===== src/rtl/ahbseq_pkg.sv =====
package ahbseq_pkg;

  localparam logic [1:0] TR_IDLE   = 2'b00;
  localparam logic [1:0] TR_NONSEQ = 2'b10;
  localparam logic [1:0] TR_SEQ    = 2'b11;

  localparam logic [2:0] BU_SINGLE = 3'b000;
  localparam logic [2:0] BU_INCR4  = 3'b011;
  localparam logic [2:0] BU_WRAP8  = 3'b100;
  localparam logic [2:0] BU_INCR8  = 3'b101;

  localparam logic [1:0] RS_OKAY  = 2'b00;
  localparam logic [1:0] RS_RETRY = 2'b10;
  localparam logic [1:0] RS_SPLIT = 2'b11;

  localparam logic [2:0] KD_SINGLE   = 3'd0;
  localparam logic [2:0] KD_HALF_WB  = 3'd1;
  localparam logic [2:0] KD_FULL_WB  = 3'd2;
  localparam logic [2:0] KD_LINEFILL = 3'd3;
  localparam logic [2:0] KD_WRITE4   = 3'd4;
  localparam logic [2:0] KD_WRITE8   = 3'd5;
  localparam logic [2:0] KD_PREFETCH = 3'd6;

  localparam int LINE_BEATS = 8;
  localparam int IDX_W      = $clog2(LINE_BEATS) + 1;
  localparam int WRAP_LSB   = $clog2(LINE_BEATS) + 2;

  typedef enum logic [1:0] {
    ST_IDLE, ST_ACTIVE, ST_DRAIN, ST_HOLDOFF
  } seqState_t;

  // strobes from control to datapath
  typedef struct packed {
    logic load;
    logic advance;
    logic rewind;
    logic fallback;
  } seqStrobe_t;

  typedef struct packed {
    logic [2:0]       burst;
    logic [IDX_W-1:0] beats;
    logic             forceWrite;
    logic             forceRead;
  } kindInfo_t;

  function automatic kindInfo_t decodeKind(input logic [2:0] kind);
    kindInfo_t k;
    k = '{burst: BU_SINGLE, beats: IDX_W'(1), forceWrite: 1'b0, forceRead: 1'b0};
    case (kind)
      KD_HALF_WB, KD_WRITE4: k = '{BU_INCR4, IDX_W'(LINE_BEATS/2), 1'b1, 1'b0};
      KD_PREFETCH:           k = '{BU_INCR4, IDX_W'(LINE_BEATS/2), 1'b0, 1'b1};
      KD_FULL_WB, KD_WRITE8: k = '{BU_INCR8, IDX_W'(LINE_BEATS), 1'b1, 1'b0};
      KD_LINEFILL:           k = '{BU_WRAP8, IDX_W'(LINE_BEATS), 1'b0, 1'b1};
      default: ;
    endcase
    return k;
  endfunction

endpackage


===== src/rtl/ahbseq_datapath.sv =====
module ahbseq_datapath
  import ahbseq_pkg::*;
#(
  parameter int ADDR_W = 32
) (
  input  logic              clk,
  input  logic              rstN,
  input  seqStrobe_t        strb,
  input  logic [ADDR_W-1:0] reqAddr,
  input  logic [2:0]        reqKind,
  input  logic              reqWrite,
  input  logic [1:0]        reqSize,
  output logic [ADDR_W-1:0] busAddr,
  output logic [2:0]        busBurst,
  output logic [2:0]        busSize,
  output logic              busWrite,
  output logic              lastBeat,
  output logic              firstBeat,
  output logic              isBurst
);

  localparam int OFF_W = WRAP_LSB - 2;

  kindInfo_t         info;
  logic [ADDR_W-1:0] startAddr;
  logic [2:0]        burstCode;
  logic [IDX_W-1:0]  beatCount;
  logic [IDX_W-1:0]  beatIdx;
  logic [IDX_W-1:0]  dataIdx;
  logic [1:0]        sizeReg;
  logic              writeReg;
  logic [OFF_W-1:0]  wrapOff;
  logic [ADDR_W-1:0] incrAddr;
  logic [ADDR_W-1:0] wrapAddr;

  assign info = decodeKind(reqKind);

  always_ff @(posedge clk) begin
    if (!rstN) begin
      startAddr <= '0;
      burstCode <= BU_SINGLE;
      beatCount <= IDX_W'(1);
      beatIdx   <= '0;
      dataIdx   <= '0;
      sizeReg   <= 2'b00;
      writeReg  <= 1'b0;
    end else if (strb.load) begin
      burstCode <= info.burst;
      beatCount <= info.beats;
      beatIdx   <= '0;
      if (info.burst != BU_SINGLE) begin
        startAddr <= {reqAddr[ADDR_W-1:2], 2'b00};
        sizeReg   <= 2'b10;
      end else begin
        startAddr <= reqAddr;
        sizeReg   <= reqSize;
      end
      writeReg <= info.forceWrite | (reqWrite & ~info.forceRead);
    end else if (strb.rewind) begin
      beatIdx <= dataIdx;
    end else if (strb.advance) begin
      dataIdx <= beatIdx;
      beatIdx <= beatIdx + IDX_W'(1);
    end
  end

  assign wrapOff  = startAddr[WRAP_LSB-1:2] + beatIdx[OFF_W-1:0];
  assign wrapAddr = {startAddr[ADDR_W-1:WRAP_LSB], wrapOff, 2'b00};
  assign incrAddr = startAddr + (ADDR_W'(beatIdx) << 2);

  assign busAddr   = (burstCode == BU_WRAP8) ? wrapAddr : incrAddr;
  assign busBurst  = strb.fallback ? BU_SINGLE : burstCode;
  assign busSize   = {1'b0, sizeReg};
  assign busWrite  = writeReg;
  assign lastBeat  = (beatIdx == beatCount - IDX_W'(1));
  assign firstBeat = (beatIdx == '0);
  assign isBurst   = (burstCode != BU_SINGLE);

endmodule


===== src/rtl/ahbseq_ctrl.sv =====
module ahbseq_ctrl
  import ahbseq_pkg::*;
(
  input  logic       clk,
  input  logic       rstN,
  input  logic       reqValid,
  input  logic       busGrant,
  input  logic       busReady,
  input  logic [1:0] busResp,
  input  logic       lastBeat,
  input  logic       firstBeat,
  input  logic       isBurst,
  output seqStrobe_t strb,
  output logic [1:0] busTrans,
  output logic       reqReady
);

  seqState_t state;
  logic      dataValid;
  logic      fallback;
  logic      issued;
  logic      retryHit;

  assign issued   = (state == ST_ACTIVE) && busGrant && busReady;
  assign retryHit = dataValid && !busReady &&
                    ((busResp == RS_RETRY) || (busResp == RS_SPLIT));

  always_comb begin
    strb.load     = (state == ST_IDLE) && reqValid;
    strb.rewind   = retryHit;
    strb.advance  = issued;
    strb.fallback = fallback;
  end

  always_comb begin
    busTrans = TR_IDLE;
    if (state == ST_ACTIVE && busGrant)
      busTrans = (fallback || firstBeat) ? TR_NONSEQ : TR_SEQ;
  end

  assign reqReady = (state == ST_IDLE);

  always_ff @(posedge clk) begin
    if (!rstN) begin
      state     <= ST_IDLE;
      dataValid <= 1'b0;
      fallback  <= 1'b0;
    end else begin
      case (state)
        ST_IDLE: begin
          dataValid <= 1'b0;
          if (reqValid) begin
            state    <= ST_ACTIVE;
            fallback <= 1'b0;
          end
        end
        ST_ACTIVE: begin
          if (retryHit) begin
            state     <= ST_HOLDOFF;
            fallback  <= 1'b1;
            dataValid <= 1'b0;
          end else begin
            if (busReady) dataValid <= issued;
            if (issued && lastBeat) state <= ST_DRAIN;
            if (!busGrant && !firstBeat && isBurst) fallback <= 1'b1;
          end
        end
        ST_DRAIN: begin
          if (retryHit) begin
            state     <= ST_HOLDOFF;
            fallback  <= 1'b1;
            dataValid <= 1'b0;
          end else if (busReady) begin
            state     <= ST_IDLE;
            dataValid <= 1'b0;
          end
        end
        ST_HOLDOFF: state <= ST_ACTIVE;
        default:    state <= ST_IDLE;
      endcase
    end
  end

endmodule


===== src/rtl/ahb_burst_sequencer.sv =====
module ahb_burst_sequencer
  import ahbseq_pkg::*;
#(
  parameter int ADDR_W = 32
) (
  input  logic              clk,
  input  logic              rstN,
  input  logic              reqValid,
  output logic              reqReady,
  input  logic [ADDR_W-1:0] reqAddr,
  input  logic [2:0]        reqKind,
  input  logic              reqWrite,
  input  logic [1:0]        reqSize,
  input  logic              busGrant,
  input  logic              busReady,
  input  logic [1:0]        busResp,
  output logic [1:0]        busTrans,
  output logic [ADDR_W-1:0] busAddr,
  output logic [2:0]        busBurst,
  output logic [2:0]        busSize,
  output logic              busWrite
);

  seqStrobe_t strb;
  logic       lastBeat;
  logic       firstBeat;
  logic       isBurst;

  ahbseq_ctrl uCtrl (
    .clk(clk), .rstN(rstN), .reqValid(reqValid),
    .busGrant(busGrant), .busReady(busReady), .busResp(busResp),
    .lastBeat(lastBeat), .firstBeat(firstBeat), .isBurst(isBurst),
    .strb(strb), .busTrans(busTrans), .reqReady(reqReady)
  );

  ahbseq_datapath #(.ADDR_W(ADDR_W)) uPath (
    .clk(clk), .rstN(rstN), .strb(strb),
    .reqAddr(reqAddr), .reqKind(reqKind), .reqWrite(reqWrite), .reqSize(reqSize),
    .busAddr(busAddr), .busBurst(busBurst), .busSize(busSize), .busWrite(busWrite),
    .lastBeat(lastBeat), .firstBeat(firstBeat), .isBurst(isBurst)
  );

endmodule


===== config.mk =====
export PLATFORM = sky130hd
export DESIGN_NAME = ahb_burst_sequencer
export DESIGN_NICKNAME = d
export VERILOG_FILES = /design/src/rtl/ahbseq_pkg.sv /design/src/rtl/ahbseq_datapath.sv /design/src/rtl/ahbseq_ctrl.sv /design/src/rtl/ahb_burst_sequencer.sv
export SDC_FILE = /design/constraint.sdc
export NUM_CORES = 1
export LEC_CHECK = 0
export BUFFER_PORTS_ARGS = -buffer_cell sky130_fd_sc_hd__buf_2
export CORE_ASPECT_RATIO = 0.75
export CORE_MARGIN = 1.5
export CORE_UTILIZATION = 48
export CTS_BUF_LIST = sky130_fd_sc_hd__clkbuf_8
export CTS_CLUSTER_DIAMETER = 120
export DETAILED_ROUTE_END_ITERATION = 7
export HOLD_SLACK_MARGIN = 0.12
export PLACE_DENSITY = 0.89
export SLEW_MARGIN = 20
export SYNTH_ARGS = -nofsm -noshare
export SYNTH_HDL_FRONTEND = slang
export SYNTH_SLANG_ARGS = --single-unit
export TNS_END_PERCENT = 50

===== constraint.sdc =====
create_clock -name clk -period 2.1 [get_ports clk]
set_input_delay 0.21 -clock clk [delete_from_list [all_inputs] [get_ports clk]]
set_output_delay 0.21 -clock clk [all_outputs]
set_load 0.05 [all_outputs]

==> Word-level counts from Yosys, hierarchy flattened <==
Cells that the tools add are included.
{ "totals": {"word_cells": 90, "out_inout_bits": 42, "reg_bits": 54} }
{ "op_classes": {"n_eq_ne": 19, "add_sub_neg": 4, "reduce_logical": 26, "n_bitwise": 6, "n_mux": 25} }
{ "ops": {"columns": ["operator", "count"], "rows": [
  ["$pmux W9 S4", 1],
  ["$add A32 B6 Y32", 1],
  ["$mux W32", 1],
  ["$mux W2", 8],
  ["$eq A3 B3 Y1 const B", 4],
  ["$ne A3 B2 Y1 const B", 4],
  ["$mux W1", 9],
  ["$reduce_and A3 Y1", 3],
  ["$reduce_bool A3 Y1", 3],
  ["$eq A2 B2 Y1 const B", 4],
  ["$logic_and A1 B1 Y1", 8],
  ["$mux W4", 2],
  ["$pmux W2 S4", 1],
  ["$eq A3 B2 Y1 const B", 2],
  ["$pmux W1 S3", 2],
  ["$reduce_or A2 Y1", 3],
  ["$add A4 B1 Y4 const B", 1],
  ["$eq A4 B4 Y1", 1],
  ["$logic_not A4 Y1", 1],
  ["$not A1 Y1", 4],
  ["$reduce_and A4 Y1", 1],
  ["$sub A4 B1 Y4 const B", 1],
  ["$add A3 B3 Y3", 1],
  ["$eq A3 B1 Y1 const B", 1],
  ["10 further kinds", 13]
]} }

==> Depth between registers and ports, before layout <==
{ "depth": {"word_depth": 7, "depth_mapped": 8, "ltp_nobuf": 8} }

==> Cells and area by module <==
From an unflattened synthesis, not the netlist that was laid out.
{ "unflattened": {"cells_unflattened": 347, "area_unflattened_um2": 3124.2} }
{ "modules_own_cells": {"columns": ["mod", "cells_each", "seq_area_each_um2", "instances", "area_per_inst_um2"], "rows": [
  ["ahbseq_datapath", 301, 940.9, 1, 2750.1],
  ["ahbseq_ctrl", 46, 80.1, 1, 374.1]
]} }

==> Worst setup path before layout <==
OpenSTA, ideal clock, no wires.
{ "synth_timing": {"path_kind": "reg2out", "from": "register uPath.beatIdx[0]", "to": "output busAddr[28]", "required_ns": 1.890, "path_stages_with_launch": 9, "arrival_time_ns": 2.791, "n_path_buf": 0, "path_slack_ns": -0.901, "cell_sequence": "dfxtp_1 ha_1 inv_1 fa_1 nand2b_1 o2bb2ai_1 nor4_4 nand4_1 xnor2_1"} }
{ "synth_between": {"elab_chain_cells": 2} }
{ "synth_lines": {"columns": ["item", "line", "source"], "rows": [
  ["start, declared", "ahbseq_datapath.sv:28", "logic [IDX_W-1:0] beatIdx;"],
  ["start signal, assigned", "ahbseq_datapath.sv:60", "beatIdx <= dataIdx;"],
  ["start signal, assigned", "ahbseq_datapath.sv:63", "beatIdx <= beatIdx + IDX_W'(1);"],
  ["$add A32 B6 Y32", "ahbseq_datapath.sv:69", "assign incrAddr = startAddr + (ADDR_W'(beatIdx) << 2);"],
  ["$mux W32", "ahbseq_datapath.sv:71", "assign busAddr = (burstCode == BU_WRAP8) ? wrapAddr : incrAddr;"],
  ["end, declared", "ahb_burst_sequencer.sv:18", "output logic [ADDR_W-1:0] busAddr,"]
]} }
No other way between the ends.

==> Worst setup path in the final report <==
{ "layout_timing": {"from": "register uPath.beatIdx[0]", "to": "output busAddr[26]"} }
The elaborated chain is that of the path after synthesis.

==> results_dict.tcl <==
set metrics [dict create \
    insertion_delay_ns 0.30 \
    wl_per_cell_um 14.8 \
    yosysTopAreaCellShare 0.347 \
    finalHoldViolations 0 \
    cts-htree-levels 2 \
    die_h_um 70.8 \
    diodes 0 \
    cts_made_buffers 5 \
    synth_cells 380 \
    syn_to_final_growth_pct 47.7 \
    multi_input_area_um2 2150 \
    rr_worst_depth 5 \
    yosys_warnings 0 \
    min_to "uPath.startAddr[0]$_SDFFE_PN0P_" \
    setup_slack_ns -0.490 \
    cp_data_required_time_ns 1.89 \
    seqCellArea_um2 1030 \
    cts_root_buf "clkbuf_8" \
    max_freq_mhz 386 \
    synth.avg_cell_area_um2 7.74 \
    cts_buffer_depth 2 \
    synth-edff-count 0 \
    vdd_drop_max_uv 430 \
    cts_tree "yes" \
    ys_seq_area_frac 0.347 \
    cp_max_fo 4 \
    drc 0 \
    hold_depth 2 \
    die_area_um2 6610 \
    hp-start "reqAddr[0]" \
    place.gp.congestion 0.906 \
    antenna_found_initial 0 \
    p_per_area_nw_per_um2 723 \
    slew_viol_final 0 \
    violations "setup timing" \
    critical_path_class "reg2out" \
    synth.largest_area_cell "dfxtp_1" \
    wirelength_um 8600 \
    synth.area.top_cells "dfxtp_1 (35%), nand2_1 (11%), a21oi_1 (7.3%)" \
    p_leak_nw 1.96 \
    synth-async-reset-ratio 0 \
    synth.distinct_cells 53 \
    grt_pass1_vias 3081 \
    initial_core_util 0.503 \
    grt_pass1_wl_um 14100 \
    dpl.cell_count 571 \
    fp-row-count 24 \
    drtIter0Drc 167 \
    timing.reg2reg.setup_slack_ns 0.20 \
    synth_ff_type "dfxtp_1" \
    rsz0062_at_grt "yes" \
    ys_ff_latch 51 \
    post-route-util 0.742 \
    status "complete, but fails checks" \
    startpoint_type "flop" \
    crit_chain "ha_4, inv_2, fa_2, nand2b_4, o2bb2ai_4, nor4_4, buf_4, nand3_2, xnor2_4, buf_6" \
    fin_crit_ns 2.59 \
    dp_hpwl_um 6550 \
    clock_sinks 51 \
    critPathMaxStageDelay_ns 0.38 \
    synth_area_um2 2940 \
    skew_ns 0.0134 \
    rr_startpoint "uPath.beatIdx[0]$_SDFFE_PP0P_" \
    stdcell_count 580 \
    regToRegEndpoint "uCtrl.state[0]$_SDFFE_PN0P_" \
    core_area_um2 5860 \
    postRouteAntennaNets 0 \
    clk_pin_slew_ns 0.10 \
    final_nets 558 \
    cap_violations 0 \
    critPathSlowestCell "dfxtp_4" \
    vias_per_cell 5.44 \
    grt_start_max_net_pins 39 \
    hold_class "in2reg" \
    die_w_um 93.4 \
    via_count 3155 \
    nFillCells 444 \
    io_pins 87 \
    synth.net_count 437 \
    drive_above_1_share 0.404 \
    grt_usage 0.268 \
    crit_path_end_kind "primary output" \
    post-route-period-util 1.23 \
    setup_violations 26 \
    dr.pass1.iters 5 \
    port-buffer-count 84 \
    overflow 0 \
    cp.arrival_ns 2.38 \
]
placed cells by master (no fill, tap or decap), types with 4 or more instances in the layout:
cell,instances
inv_1,11
o21ai_0,9
nand3_2,4
dfxtp_2,8
clkbuf_8,6
buf_4,60
xor2_1,13
buf_2,56
ha_4,4
dfxtp_1,42
nor3_1,5
xnor2_4,5
a21oi_1,42
ha_1,7
xnor2_2,4
nand3_1,12
and2_1,4
buf_6,15
nand2_1,86
nor2_1,24
nor3_2,5
synthesized netlist by cell type (3+ instances only):
master    number
xor2_1        17
nand3b_1       3
nor3_2         4
o21ai_0        9
nor3_1         6
xnor2_1       12
nand4_1        3
a32o_1         3
clkbuf_1      14
nor3b_1        3
and2_1         4
ha_1          11
nand2b_1       3
inv_1         11
nor2_1        30
a211oi_1       4
a21oi_1       43
nor2b_1        4
dfxtp_1       51
nand3_1       17
nand2_1       87
what timing repair did:
action | in CTS | in global routing
endpoints found under the setup margin | 27 | 28
hold buffers | 0 | 0
hold endpoints to repair | 0 | 0
cloned | 0 | 0
resized for setup | 64 | 12
setup buffers | 0 | 1
pin swaps | 17 | 8
power by group:
part | leakage [nW] | internal (mW) | switching [mW] | total [mW]
registers | 0.422 | 1.08 | 0.104 | 1.18
logic | 1.49 | 0.491 | 0.883 | 1.37
clock network | 0.0526 | 0.266 | 0.323 | 0.589
flip-flops by register name, summed over array words and instances, names as in the netlist:
signal           flops
uPath.dataIdx        4
uCtrl.fallback       1
uCtrl.state          2
uPath.sizeReg        2
uPath.startAddr     32
uCtrl.dataValid      1
uPath.burstCode      2
uPath.beatIdx        4
uPath.busWrite       1
uPath.beatCount      2
layer usage:
layer / wire (um) / GRT usage / vias to the layer above
li1: - / - / 1531
met1: 3660 / 0.338 / 1501
met2: 4410 / 0.479 / 113
met3: 428 / 0.0333 / 10
met4: 98 / 0.0791 / 0
met5: 0 / 0 / -
stage by stage:
stage | TNS (ns) | area (um2) | power, mW | hold slack [ns] | worst slack, ns
final | -8.47 | 4350 | 3.14 | 0.128 | -0.490
after global routing | -10.77 | 4350 | 3.30 | 0.134 | -0.587
after CTS | -8.17 | 4290 | 3.13 | 0.125 | -0.488
after detailed placement | -5.17 | 3970 | 2.48 | 0.432 | -0.406
after global placement | -3.77 | 3970 | 2.44 | 0.423 | -0.316
after floorplan | -5.76 | 3170 | 2.10 | 0.336 | -0.364
cell type report:
cell class / count / area share
clock buffers: 6 / 0.0190
flip-flops and latches: 51 / 0.238
repair buffers: 132 / 0.212
clock inverters: 2 / 0.00288
well taps: 78 / 0.0225
inverters: 12 / 0.0104
multi-input cells: 299 / 0.496
worst max-delay path, delay by kind of cell, from the launching register on:
kind,cells,cell delay (ns)
XOR/XNOR,1,0.19
adder cells (fa/ha/maj),2,0.47
buffers and inverters,3,0.40
AND/OR/NAND/NOR,3,0.48
AO/OA/AOI/OAI,1,0.14
flip-flops,1,0.38
worst max path at each step:
stage          slack (ns)          end  depth (start not counted)                             from
2_1_floorplan       -0.36  busAddr[21]                          6    uPath.beatIdx[2]$_SDFFE_PP0P_
3_3_place_gp        -0.32  busAddr[30]                         10  uPath.startAddr[2]$_SDFFE_PN0P_
3_5_place_dp        -0.41  busAddr[24]                         10  uPath.startAddr[2]$_SDFFE_PN0P_
4_1_cts             -0.49  busAddr[24]                         10    uPath.beatIdx[0]$_SDFFE_PP0P_
5_1_grt             -0.59  busAddr[26]                         10    uPath.beatIdx[0]$_SDFFE_PP0P_
6_report            -0.49  busAddr[26]                         10    uPath.beatIdx[0]$_SDFFE_PP0P_
cells by family (layout without fill, tap and decap cells):
| kind of cell | after synthesis | in the layout | synth area share |
|---|---|---|---|
| and+or+nand+nor | 179 | 179 | 0.302 |
| AOI/OAI and AO/OA | 75 | 75 | 0.155 |
| DFF | 51 | 51 | 0.347 |
| xor gates and xnor gates | 30 | 30 | 0.0944 |
| buffers and inverters | 30 | 152 | 0.0400 |
| adders and majority gates | 12 | 12 | 0.0536 |
| muxes | 2 | 2 | 0.00680 |
| other | 1 | 1 | 0.00127 |
Power figures use the tool's default switching activity.
